File: config.mk
export PLATFORM = sky130hd
export DESIGN_NAME = baud_tick_gen
export DESIGN_NICKNAME = d
export VERILOG_FILES = /design/src/rtl/baud_tick_gen.sv
export SDC_FILE = /design/constraint.sdc
export NUM_CORES = 1
export LEC_CHECK = 0
export CELL_PAD_IN_SITES_DETAIL_PLACEMENT = 1
export CELL_PAD_IN_SITES_GLOBAL_PLACEMENT = 2
export CORE_UTILIZATION = 35
export CTS_CLUSTER_SIZE = 20
export DETAILED_ROUTE_END_ITERATION = 10
export GPL_TIMING_DRIVEN = 0
export PLACE_DENSITY = 0.83
export SLEW_MARGIN = 20
export SYNTH_ARGS = -nofsm -noshare
export SYNTH_HDL_FRONTEND = slang
export SYNTH_SLANG_ARGS = --single-unit
export TNS_END_PERCENT = 20
File: constraint.sdc
create_clock -name clk -period 2.7 [get_ports clk]
set_input_delay 0.54 -clock clk [delete_from_list [all_inputs] [get_ports clk]]
set_output_delay 0.54 -clock clk [all_outputs]
set_load 0.02 [all_outputs]
File: src/rtl/baud_tick_gen.sv
module baud_tick_gen #(
  parameter int PRE_W = 16,
  parameter int DIV_W = 8
) (
  input  logic             clk,
  input  logic             rst_n,
  input  logic             enable,
  input  logic [PRE_W-1:0] prescale,
  input  logic [DIV_W-1:0] bit_div,
  output logic             sample_tick,
  output logic             bit_strobe,
  output logic             cfg_ok
);

  logic [PRE_W-1:0] pre_q, pre_cnt;
  logic [DIV_W-1:0] div_q, div_cnt;

  assign cfg_ok = (pre_q > PRE_W'(1));

  wire pre_wrap = (pre_cnt == pre_q - PRE_W'(1));
  wire div_wrap = (div_cnt == div_q);

  always_ff @(posedge clk) begin
    if (!rst_n) begin
      pre_q       <= '0;
      div_q       <= '0;
      pre_cnt     <= '0;
      div_cnt     <= '0;
      sample_tick <= 1'b0;
      bit_strobe  <= 1'b0;
    end else if (!enable) begin
      pre_q       <= prescale;
      div_q       <= bit_div;
      pre_cnt     <= '0;
      div_cnt     <= '0;
      sample_tick <= 1'b0;
      bit_strobe  <= 1'b0;
    end else if (!cfg_ok) begin
      pre_cnt     <= '0;
      div_cnt     <= '0;
      sample_tick <= 1'b0;
      bit_strobe  <= 1'b0;
    end else if (pre_wrap) begin
      pre_cnt     <= '0;
      sample_tick <= 1'b1;
      bit_strobe  <= div_wrap;
      div_cnt     <= div_wrap ? '0 : div_cnt + DIV_W'(1);
    end else begin
      pre_cnt     <= pre_cnt + PRE_W'(1);
      sample_tick <= 1'b0;
      bit_strobe  <= 1'b0;
    end
  end

endmodule

==> metrics list, run 1 <==
- Destination of the worst hold path: div_cnt[1]
* Time the final worst path needs with I/O delays and setup: approximately 2600 ps
- Path class of the lowest-slack min-delay path: flop to flop
* Die area: 0.00854 mm^2
* Final HPWL DP: 5430 um
* Net Count, Synth: approximately 350
* Number of top-level pins: 30
- Buffers from clock root to sink, at most: 2
- The Yosys step of the flow raised 0 warnings.
- Of all nets on the critical path, the largest fanout is 10.
- Leaving out fill and tap cells, the most frequent cell in the layout is sky130_fd_sc_hd__dfxtp_1.
* Layout fillers: roughly 900
* Peak Freq: about 0.38 GHz
- The critical path is of the flop to flop type.
* Hold buffer count at cts: 0
* Final setup violation count: 0
* Arrival time worst endpoint: ~2800 ps
- Clock tree from TritonCTS: built
* Slowest stage cell, crit path: sky130_fd_sc_hd__or4_1
- The max-slew violation total from the final report came to 0.
- R2R Path End: div_cnt[0]
- Dividing total power by cell area gives a power density of ~500 mW/mm^2.
- The worst path uses a little over nine tenths of the clock period.
* Syn Area/Cell: 8.91 um^2
- In this design, the largest share of critical-path delay is due to compound AO/OA/AOI/OAI gates.
- In the global route stage, overall resource usage came out at approximately a fifth.
- Fraction of layout cells with a size suffix above 1: a little under an eighth
* Beginning of the worst register-to-register path: pre_q[2]
- Core box area: ~0.008 mm^2
- X dimension of the die: 92.4 um
- RD Place Congestion: between 0.8 and 0.9
- Along the worst hold path, the cell count comes to 2.
- For this run, the slowest stage of the critical path takes ~560 ps.
- Largest vdd supply drop: between 0.0002 and 0.00025 V
- Crit. End Element: flop
- The number of antenna violations at the first check in global routing was 0.
- After detailed routing, the number of remaining DRC violations is 0.
- Fraction of synthesized cell area taken by the top area cell type: roughly a third
- Counting flops and latches in the post-synthesis netlist gives 50.
- The routed design has about 7300 um of wire.
- # H-tree levels: 2
- Synthesis produced a netlist whose cell count is roughly 320.
- Maximum number of pins on one net before global-route repair: 16
* Most frequent cells in the layout: sky130_fd_sc_hd__dfxtp_1 (48), sky130_fd_sc_hd__nor2_1 (31), sky130_fd_sc_hd__clkdlybuf4s50_1 (27)
- On the final layout, the worst clock skew is between 3 and 4 ps.
* Hold Crit Start: div_cnt[1]
- Signed area change from the synthesized netlist to the final layout: 23.2%
* Placement Cell Area: between 0.003 and 0.004 mm^2
- STA classifies the critical path startpoint as a flop.
* Initial core utilization: roughly 37%
- In this run the cell area of the synthesized design comes to around 0.0029 mm^2.
- FF-to-FF path depth: 8
* Buffers plus inverters on the worst setup path: 2
- Relative slew slack: 39.2%
* Number of sinks on the clock net: 50
- CTS root buf: sky130_fd_sc_hd__clkbuf_8
* Post-synth ARST share: 0%
- Crit path setup slack, layout: approximately 89 ps
* Critical path cell sequence: buf_4 > or4_1 > a211o_1 > a31oi_2 > o2111a_1 > o2111ai_2 > buf_4 > a31o_1
* Clock Pin Slew Worst Setup and Hold Paths: 90 ps
- The number of hold violations in the final report was 0.
- In the routed layout, each cell is associated on average with a via count of between 5 and 6.
- After routing the design area is ~0.0035 mm^2.
- The routed layout has 2,403 vias.
- Setup slack on the worst reg-to-reg path comes out at around 89 ps.
- Among all flip-flop cells after synthesis, the most frequent one is sky130_fd_sc_hd__dfxtp_1.
- First-pass GRT wire length: between 10,000 and 15,000 um
- Pleak: ~0.0013 uW
* Synth area leaders: sky130_fd_sc_hd__dfxtp_1 (35%), sky130_fd_sc_hd__mux2i_1 (8.4%), sky130_fd_sc_hd__xnor2_1 (6.7%), sky130_fd_sc_hd__xor2_1 (6.4%), sky130_fd_sc_hd__nor2b_1 (5.2%)
* Most common cell type on the critical path: sky130_fd_sc_hd__buf_4
- The tool flagged a number of max-cap violations equal to 0.
- Outcome: finished, final reports clean
- The floorplan has 32 rows.
- The number of global-route vias before repair is roughly 2,500.
* Final #Nets: 391
* Wire length per cell after detailed routing: between 15 and 20 um
- The total overflow left after global routing is 0.
* ANT cells: 0
- The count of nets left with antenna violations once routing finished came out at 0.
- At the pin with the least slew margin, the transition time is 913 ps.
* Register area share after synthesis: 35.0%
- Required time of the critical path: slightly below 3000 ps
- Clock insertion delay at the later pin of the skew report: 310 ps
- Clock tree synthesis inserted a total of 5 buffers.
* Post-synthesis cell type count: 57
* Post-synthesis cell type with the largest combined area: sky130_fd_sc_hd__dfxtp_1
- The floorplan step set the die height to slightly above 90 um.
- Number of buffers inserted by port buffering: 28
* Detailed-routing iteration count for the pre-antenna-repair pass: 4
- Post-Place Setup Slack: -191 ps
* Initial DRC count: 83
- Post-synth EDFFs: 0
==> cell usage after synthesis (2+ instances only) <==
| cell | n |
|---|---|
| sky130_fd_sc_hd__xnor2_1 | 22 |
| sky130_fd_sc_hd__a21oi_1 | 5 |
| sky130_fd_sc_hd__a41oi_1 | 2 |
| sky130_fd_sc_hd__nor4_1 | 2 |
| sky130_fd_sc_hd__dfxtp_1 | 50 |
| sky130_fd_sc_hd__or2_2 | 2 |
| sky130_fd_sc_hd__and3_1 | 7 |
| sky130_fd_sc_hd__buf_2 | 2 |
| sky130_fd_sc_hd__a2111oi_0 | 6 |
| sky130_fd_sc_hd__a211oi_1 | 3 |
| sky130_fd_sc_hd__buf_4 | 4 |
| sky130_fd_sc_hd__xor2_1 | 21 |
| sky130_fd_sc_hd__nand3_1 | 15 |
| sky130_fd_sc_hd__nor4_2 | 2 |
| sky130_fd_sc_hd__mux2i_1 | 24 |
| sky130_fd_sc_hd__o22ai_1 | 5 |
| sky130_fd_sc_hd__a21o_1 | 2 |
| sky130_fd_sc_hd__or3_1 | 2 |
| sky130_fd_sc_hd__nor2b_1 | 24 |
| sky130_fd_sc_hd__clkbuf_1 | 7 |
| sky130_fd_sc_hd__o2111a_1 | 2 |
| sky130_fd_sc_hd__nor3_1 | 9 |
| sky130_fd_sc_hd__a31oi_1 | 3 |
| sky130_fd_sc_hd__nand2_1 | 18 |
| sky130_fd_sc_hd__nand4_1 | 4 |
| sky130_fd_sc_hd__ha_1 | 4 |
| sky130_fd_sc_hd__nor2_1 | 31 |
| sky130_fd_sc_hd__nand3b_1 | 2 |
| sky130_fd_sc_hd__o21bai_1 | 2 |
| sky130_fd_sc_hd__o21ai_0 | 3 |
| sky130_fd_sc_hd__inv_1 | 10 |
==> worst min-delay path, stage by stage, from the launching register on <==
cell,delay (ps)
sky130_fd_sc_hd__dfxtp_1,360
sky130_fd_sc_hd__nand3_1,70
sky130_fd_sc_hd__o21ai_1,50
==> flip-flops by register name, summed over array words and instances, names as in the netlist <==
signal       flops
bit_strobe       1
div_cnt          8
div_q            8
pre_cnt         16
pre_q           16
sample_tick      1
==> per-stage QoR <==
stage	setup TNS [ps]	util, %	hold WS [ps]	instances	power (uW)
finish	0	45.1	519	463	1770
global route	-15.3	45.1	538	463	1860
CTS	-1.31	44.3	521	462	1780
detailed placement	-1800	41.9	506	451	1100
global placement	-757	41.9	493	451	1090
floorplan	0	-	471	321	998
==> cell families (layout without fill, tap and decap cells) <==
logic type | after synthesis | in the layout | synth area share (%)
DFF | 50 | 50 | 35.0
muxes | 24 | 24 | 8.40
AOI/OAI and AO/OA | 45 | 45 | 12.0
adders and majority gates | 4 | 4 | 1.75
xor gates and xnor gates | 43 | 43 | 13.2
and+or+nand+nor | 130 | 131 | 25.2
buffers and inverters | 25 | 64 | 4.51
==> area by class of cell <==
type / count / area (um^2) / share of cell area [%]
plain buffers: 15 / 93.8 / 2.66
clock buffers: 6 / 82.6 / 2.34
clock inverters: 2 / 60.1 / 1.70
inverters: 10 / 37.5 / 1.06
multi-input cells: 247 / 1820 / 51.5
flip-flops and latches: 50 / 1010 / 28.5
well taps: 102 / 128 / 3.62
repair buffers: 31 / 302 / 8.56
==> worst max path at each step <==
| stage | slack, ps | start | end | depth (start not counted) |
|---|---|---|---|---|
| after global placement | -150 | pre_q[0] | div_cnt[4] | 9 |
| after detailed placement | -190 | pre_q[0] | div_cnt[3] | 9 |
| after CTS | -1 | pre_q[2] | div_cnt[4] | 8 |
| final | 90 | pre_q[2] | div_cnt[0] | 8 |
| after global routing | -7 | pre_q[1] | div_cnt[4] | 9 |
| after floorplan | 320 | pre_q[0] | div_cnt[5] | 9 |
==> power breakdown <==
part / internal [uW] / switching, uW / total, uW
Sequential: 760 / 28.6 / 789
Clock: 395 / 262 / 657
Combinational: 156 / 171 / 327
==> routing by layer <==
metal	vias up	global-route usage, %	routed length (um)	part of all wire [%]
met5	-	0	0	0
met4	0	5.47	148	2.0
met3	12	3.94	193	2.6
met2	38	33.1	3690	51
met1	1147	22.7	3270	45
li1	1206	-	-	-
==> what timing repair did <==
| item | in CTS | in global routing |
|---|---|---|
| setup endpoints to repair | 19 | 19 |
| pin swaps | 2 | 2 |
| gates resized for setup | 7 | 14 |
| buffers inserted | 2 | 1 |
| cloned | 1 | 0 |
(Power assumes the default switching activity.)
==> inputs of run 2 (changes only) <==
--- a/config.mk
+++ b/config.mk
@@ -11,7 +11,9 @@
 export CTS_CLUSTER_SIZE = 20
 export DETAILED_ROUTE_END_ITERATION = 10
 export GPL_TIMING_DRIVEN = 0
+export MAX_ROUTING_LAYER = met4
 export PLACE_DENSITY = 0.83
+export REMOVE_ABC_BUFFERS = 1
 export SLEW_MARGIN = 20
 export SYNTH_ARGS = -nofsm -noshare
 export SYNTH_HDL_FRONTEND = slang
==> metrics list, run 2 (same netlist as run 1, synthesis figures left out) <==
* Outcome: finished, final reports clean
- Final HPWL DP: approximately 5100 um
- The worst register-to-register path has a depth of 9.
- Number of violations of the max-capacitance limit: 0
- Slowest stage cell, crit path: sky130_fd_sc_hd__a2111oi_2
* Final worst clock skew: 3.61 ps
* Post-Place Setup Slack: -270 ps
* Clock insertion delay at the later pin of the skew report: slightly above 300 ps
- Most common library cell in the layout ignoring fill and taps: sky130_fd_sc_hd__dfxtp_1
- Row count: 32
* Sw Share: 29.0%
- The clock passes through at most 2 buffers.
* Time the final worst path needs with I/O delays and setup: between 2000 and 3000 ps
- Clock tree from TritonCTS: built
- RSZ-0062 raised after global routing: yes
- Startpoint types: flop
- The detail route stage leaves a number of antenna-violating nets equal to 0.
- The first global-routing pass estimated between 10,000 and 15,000 um of wire.
- Int Pwr: approximately 1100 uW
* Crit. End Element: flop
- X dimension of the die: 92.4 um
* GR Util All Layers: between 10% and 20%
- The max-slew violation total from the final report came to 0.
* Pleak: around 0.0013 uW
* Signed area change from the synthesized netlist to the final layout: 22.4%
- Data arrives at the worst endpoint at 2780 ps.
- Least-Margin Pin Slew: about 830 ps
- In the routed design, unresolved DRC markers number 0.
* Leading registers by flop count: pre_cnt: 16 flops, pre_q: 16 flops
- Crit share post-route: between 90% and 100%
- Entering global routing, the biggest net connects 27 pins.
- Summed over all failing endpoints, the final setup total negative slack is 0 ps.
* Die Span Y: 92.4 um
* Wire length per cell after detailed routing: ~16 um
- Vias per inst: roughly 5.2
* Initial core utilization: 36.6%
- Crit Path Max Fanout: 8
- Post-detailed-routing wire length: about 7300 um
* Power per standard cell area: about 450 mW/mm^2
- # H-tree levels: 2
- Remaining global-route overflow: 0
- CTS root buf: sky130_fd_sc_hd__clkbuf_8
- Number of top-level pins: 30
- ANT cells: 0
- Most frequent cells in the layout: sky130_fd_sc_hd__dfxtp_1 (48), sky130_fd_sc_hd__nor2_1 (31), sky130_fd_sc_hd__clkdlybuf4s50_1 (27)
- In this run, the number of DRC markers left after iteration 0 of detailed routing was just over 90.
* Worst Hold Depth: 2
* Final setup violation count: 0
* Delay of the slowest cell on the worst path: 400 ps
- In this run the number of cells on the critical path is 9.
- Buffers plus inverters on the worst setup path: 1
- RD Place Congestion: ~0.8
- Core box area: slightly below 0.008 mm^2
* Critical path cell sequence: inv_1 > ha_2 > nor3b_4 > nand4_1 > xnor2_1 > and3_1 > nand4b_4 > a2111oi_2 > o22ai_1
* Top Family by Delay on Critical Path: simple AND/OR/NAND/NOR gates
- For this design the total switching power over the nets is around 460 uW.
- Peak Freq: 0.387 GHz
* Die area: around 0.0085 mm^2
- Including well taps, the total number of placed cells is between 400 and 500.
- Sequential fraction of design power: 50.4%
- Of the cells placed in the final design, the portion with a size suffix greater than 1 is roughly 12%.
* Portion of total power attributed to combinational logic: between 20% and 30%
- The worst path meets setup with roughly 110 ps of slack.
* Final #Nets: around 380
* Total via count in the routed design: about 2,400
* Number of sinks on the clock net: 50
- Port buffering added 29 buffers.
* Clock Pin Slew Worst Setup and Hold Paths: 90 ps
- Number of global-route vias before repair: between 2,000 and 2,500
- Clock tree synthesis inserted a total of 5 buffers.
* Number of antenna violations at the first check in global routing: 0
- Measured against its own limit, the worst slew margin works out to between 40% and 50%.
- Fin cells: 455
- By startpoint and endpoint, the worst setup path is classified as flop to flop.
- The clock network is responsible for 28.9% of the overall power.
- Required time of the critical path: around 2900 ps
* Path class of the lowest-slack min-delay path: flop to flop
- Before antenna repair, the detailed router went through 4 iterations.
* Largest vdd supply drop: 0.000303 V
* Final number of hold-violating endpoints: 0
## run 2: changes by cell type in the layout (fill, tap and decap cells not counted), moves of 2 or more
cell	change
sky130_fd_sc_hd__clkbuf_1	-6
sky130_fd_sc_hd__nand2_4	+2
sky130_fd_sc_hd__bufinv_16	-2
sky130_fd_sc_hd__a2111oi_4	+2
sky130_fd_sc_hd__a2111oi_2	-2
## run 2: final cells by class
class	instances	area, um^2
well taps	102	128
repair buffers	38	372
clock buffers	7	86.3
fillers	900	4310
clock inverters	1	5.00
inverters	10	37.5
flip-flops and latches	50	1010
multi-input cells	247	1870
## run 2: metal layers
metal  track usage (%)  up-vias  wire length (um)
met5                 -        -                 0
met4              6.38        0               104
met3              3.04       11               191
met2              30.4       31              3590
met1              21.9     1149              3370
li1                  -     1185                 -
## run 2: metrics by stage
stage	hold WS (ps)	area, um^2	power (uW)	utilization (%)
final	509	3500	1580	44.8
after global placement	499	3190	1080	40.8
after global routing	539	3500	1680	44.8
after detailed placement	503	3210	1090	41.1
after CTS	517	3370	1580	43.2
after floorplan	471	2770	978	-
## run 2: worst paths after layout
check / slack, ps / to / from
setup reg to reg: 110 / div_cnt[7] / pre_q[0]
hold reg to reg: 510 / div_cnt[1] / div_cnt[1]
setup / recovery: 110 / div_cnt[7] / pre_q[0]
hold / removal: 510 / div_cnt[1] / div_cnt[1]
## run 2: power groups by stage
stage / Sequential [uW] / Clock (uW) / Combinational (uW)
global route: 805 / 516 / 356
finish: 799 / 458 / 328
detailed placement: 814 / 0 / 280
CTS: 798 / 480 / 302
global placement: 812 / 0 / 271
floorplan: 803 / 0 / 175
## run 2: what timing repair did
item | in CTS | in global routing
buffers inserted | 4 | 4
hold buffers | 0 | 0
gates cloned | 0 | 1
pin swaps | 3 | 5
gates resized for setup | 11 | 18
endpoints found under the setup margin | 25 | 23
## run 2: worst min-delay path, stage by stage, from the launching register on
cell and delay [ps]:
sky130_fd_sc_hd__dfxtp_1 350, sky130_fd_sc_hd__nand3_1 70, sky130_fd_sc_hd__o21ai_1 50
==> inputs of run 3 (changes only) <==
--- a/config.mk
+++ b/config.mk
@@ -12,7 +12,7 @@
 export DETAILED_ROUTE_END_ITERATION = 10
 export GPL_TIMING_DRIVEN = 0
 export MAX_ROUTING_LAYER = met4
-export PLACE_DENSITY = 0.83
+export PLACE_DENSITY = 0.88
 export REMOVE_ABC_BUFFERS = 1
 export SLEW_MARGIN = 20
 export SYNTH_ARGS = -nofsm -noshare
==> metrics list, run 3 (same netlist as run 1, synthesis figures left out) <==
* Outcome: finished, final reports clean
* Delay of the slowest cell on the worst path: 420 ps
* X dimension of the die: around 92 um
- Post-Place Setup Slack: -259 ps
* Total via count in the routed design: 2,382
* Placed insts: between 400 and 500
* Crit share post-route: approximately 100%
- Die area: 0.00854 mm^2
- Global routing used a little under a third of the available met2 tracks.
- The worst setup path is launched from a flop.
- Wire length per cell after detailed routing: ~15 um
* Arrival time worst endpoint: ~2800 ps
* Number of buffers inserted by port buffering: 29
- The library cell used most frequently in the layout, excluding fill and tap cells, is sky130_fd_sc_hd__dfxtp_1.
- The largest registers in the layout are pre_cnt: 16 flops, pre_q: 16 flops.
* Post-detailed-routing wire length: between 6000 and 7000 um
- DRC violations left: 0
* Remaining antenna violation count: 0
- Util after Layout: between 40% and 50%
- Crit path setup slack, layout: between 70 and 80 ps
* Peak Freq: ~0.38 GHz
* Number of antenna violations at the first check in global routing: 0
- Row count: 32
* Final number of hold-violating endpoints: 0
* Least-Margin Pin Slew: 838 ps
* Crit. End Element: flop
- GR Util All Layers: between 15 and 20%
* Clock Pin Slew Worst Setup and Hold Paths: 90 ps
* Vias per inst: between 5 and 6
- Initial DRC count: 50
- Among all stages on the critical path, the largest delay is contributed by sky130_fd_sc_hd__a2111oi_2.
- The finished layout holds approximately 450 standard cells, fillers aside.
* Fraction of layout cells with a size suffix above 1: roughly 11%
- Across the run, the number of max-cap violations was 0.
* Number of sinks on the clock net: 50
- Final HPWL DP: slightly above 5000 um
- Final #Nets: between 300 and 400
* Largest vdd supply drop: ~0.00021 V
- The clock passes through at most 2 buffers.
- RSZ-0062 raised after global routing: yes
- Time the final worst path needs with I/O delays and setup: roughly 2600 ps
* Clock insertion delay at the later pin of the skew report: around 300 ps
- The first detailed-routing pass ran for 4 iterations.
* Final worst clock skew: 7.53 ps
* RD Place Congestion: 0.839
* First-pass GRT wire length: roughly 12,000 um
- Counting the buffers created by CTS gives 5.
* Count of final max-slew check failures: 0
- Global routing used 3.53% of the available met3 tracks.
* Final instance area: between 0.003 and 0.004 mm^2
- The floorplan step set the die height to approximately 92 um.
* CTS root buf: sky130_fd_sc_hd__clkbuf_8
- Final setup violation count: 0
- The path class of the tightest hold or removal check is flop to flop.
- Global routing finished with a remaining overflow of 0.
- Global-route track usage on met1: between 20% and 30%
* Number of top-level pins: 30
- TritonCTS built the clock tree.
* Placement Cell Area: 0.00321 mm^2
- The setup path with the least slack is of type flop to flop.
* Crit Path Max Fanout: 8
- The clock tree synthesis step divided the H-tree into 2 levels.
* Required time of the critical path: between 2000 and 3000 ps
* Core box area: roughly 0.0078 mm^2
- The number of global-route vias before repair came to 2,401.
- Entering global routing, the biggest net connects 27 pins.
- Signed area change from the synthesized netlist to the final layout: 20.2%
- Busiest metal layer after global routing: met2
- Once the floorplan was initialized, standard cells occupied a little over a third of the core.
* Power per standard cell area: 457 mW/mm^2
- Critical path cell sequence: inv_1 > ha_2 > xor2_1 > nand2_1 > a2111oi_0 > and3_1 > nand4b_4 > a2111oi_2 > o22ai_1
- For the final routed database, the setup TNS stands at 0 ps.
- The number of antenna diodes in the final layout is 0.
* Pleak: around 0.0013 uW
- Most frequent cells in the layout: sky130_fd_sc_hd__dfxtp_1 (48), sky130_fd_sc_hd__nor2_1 (31), sky130_fd_sc_hd__clkdlybuf4s50_1 (27)
* Relative slew slack: 44.1%
run 3: cell type report:
| cell class | count | area, um^2 |
|---|---|---|
| clock buffer | 7 | 86.3 |
| clock inverter | 1 | 5.00 |
| fill | 915 | 4370 |
| inverter | 10 | 37.5 |
| multi-input combinational | 247 | 1830 |
| sequential | 50 | 1010 |
| tap | 102 | 128 |
| timing repair buffer | 35 | 349 |
run 3: worst paths after layout:
path                                 start         end  slack (ps)  cells past startpoint
worst max register to register    pre_q[1]  div_cnt[3]          80                      9
worst max-delay path              pre_q[1]  div_cnt[3]          80                      9
worst min-delay path            div_cnt[1]  div_cnt[1]         520                      2
worst min register to register  div_cnt[1]  div_cnt[1]         520                      2
run 3: metrics by stage:
step | power [uW] | hold WS, ps
floorplan | 978 | 471
global placement | 1080 | 497
finish | 1570 | 522
detailed placement | 1090 | 517
global route | 1670 | 556
CTS | 1580 | 530
run 3: critical path: cells and delay by family, from the launching register on:
kind | cells | cell delay (ps)
fa+ha+maj | 1 | 340
buf+inv | 1 | 80
simple gates | 3 | 550
xor+xnor | 1 | 180
compound gates | 3 | 940
flops | 1 | 390
run 3: power by group:
group          internal, uW  switching, uW  leakage [uW]
clock                   207            247     0.0000482
combinational           156            162      0.000824
sequential              760           38.1      0.000409
total                  1120            447       0.00128
run 3: per-layer routing:
metal  wire [um]  share of wire, %  up-vias
met5           0                 0        -
met4         127               1.8        0
met3         221               3.2        8
met2        3400                49       34
met1        3250                46     1150
li1            -                 -     1190
run 3: timing repair:
item | CTS | global route
cloned | 1 | 0
setup endpoints to repair | 25 | 22
pin swaps | 3 | 1
buffers inserted | 3 | 2
hold buffers | 0 | 0
gates resized for setup | 17 | 6
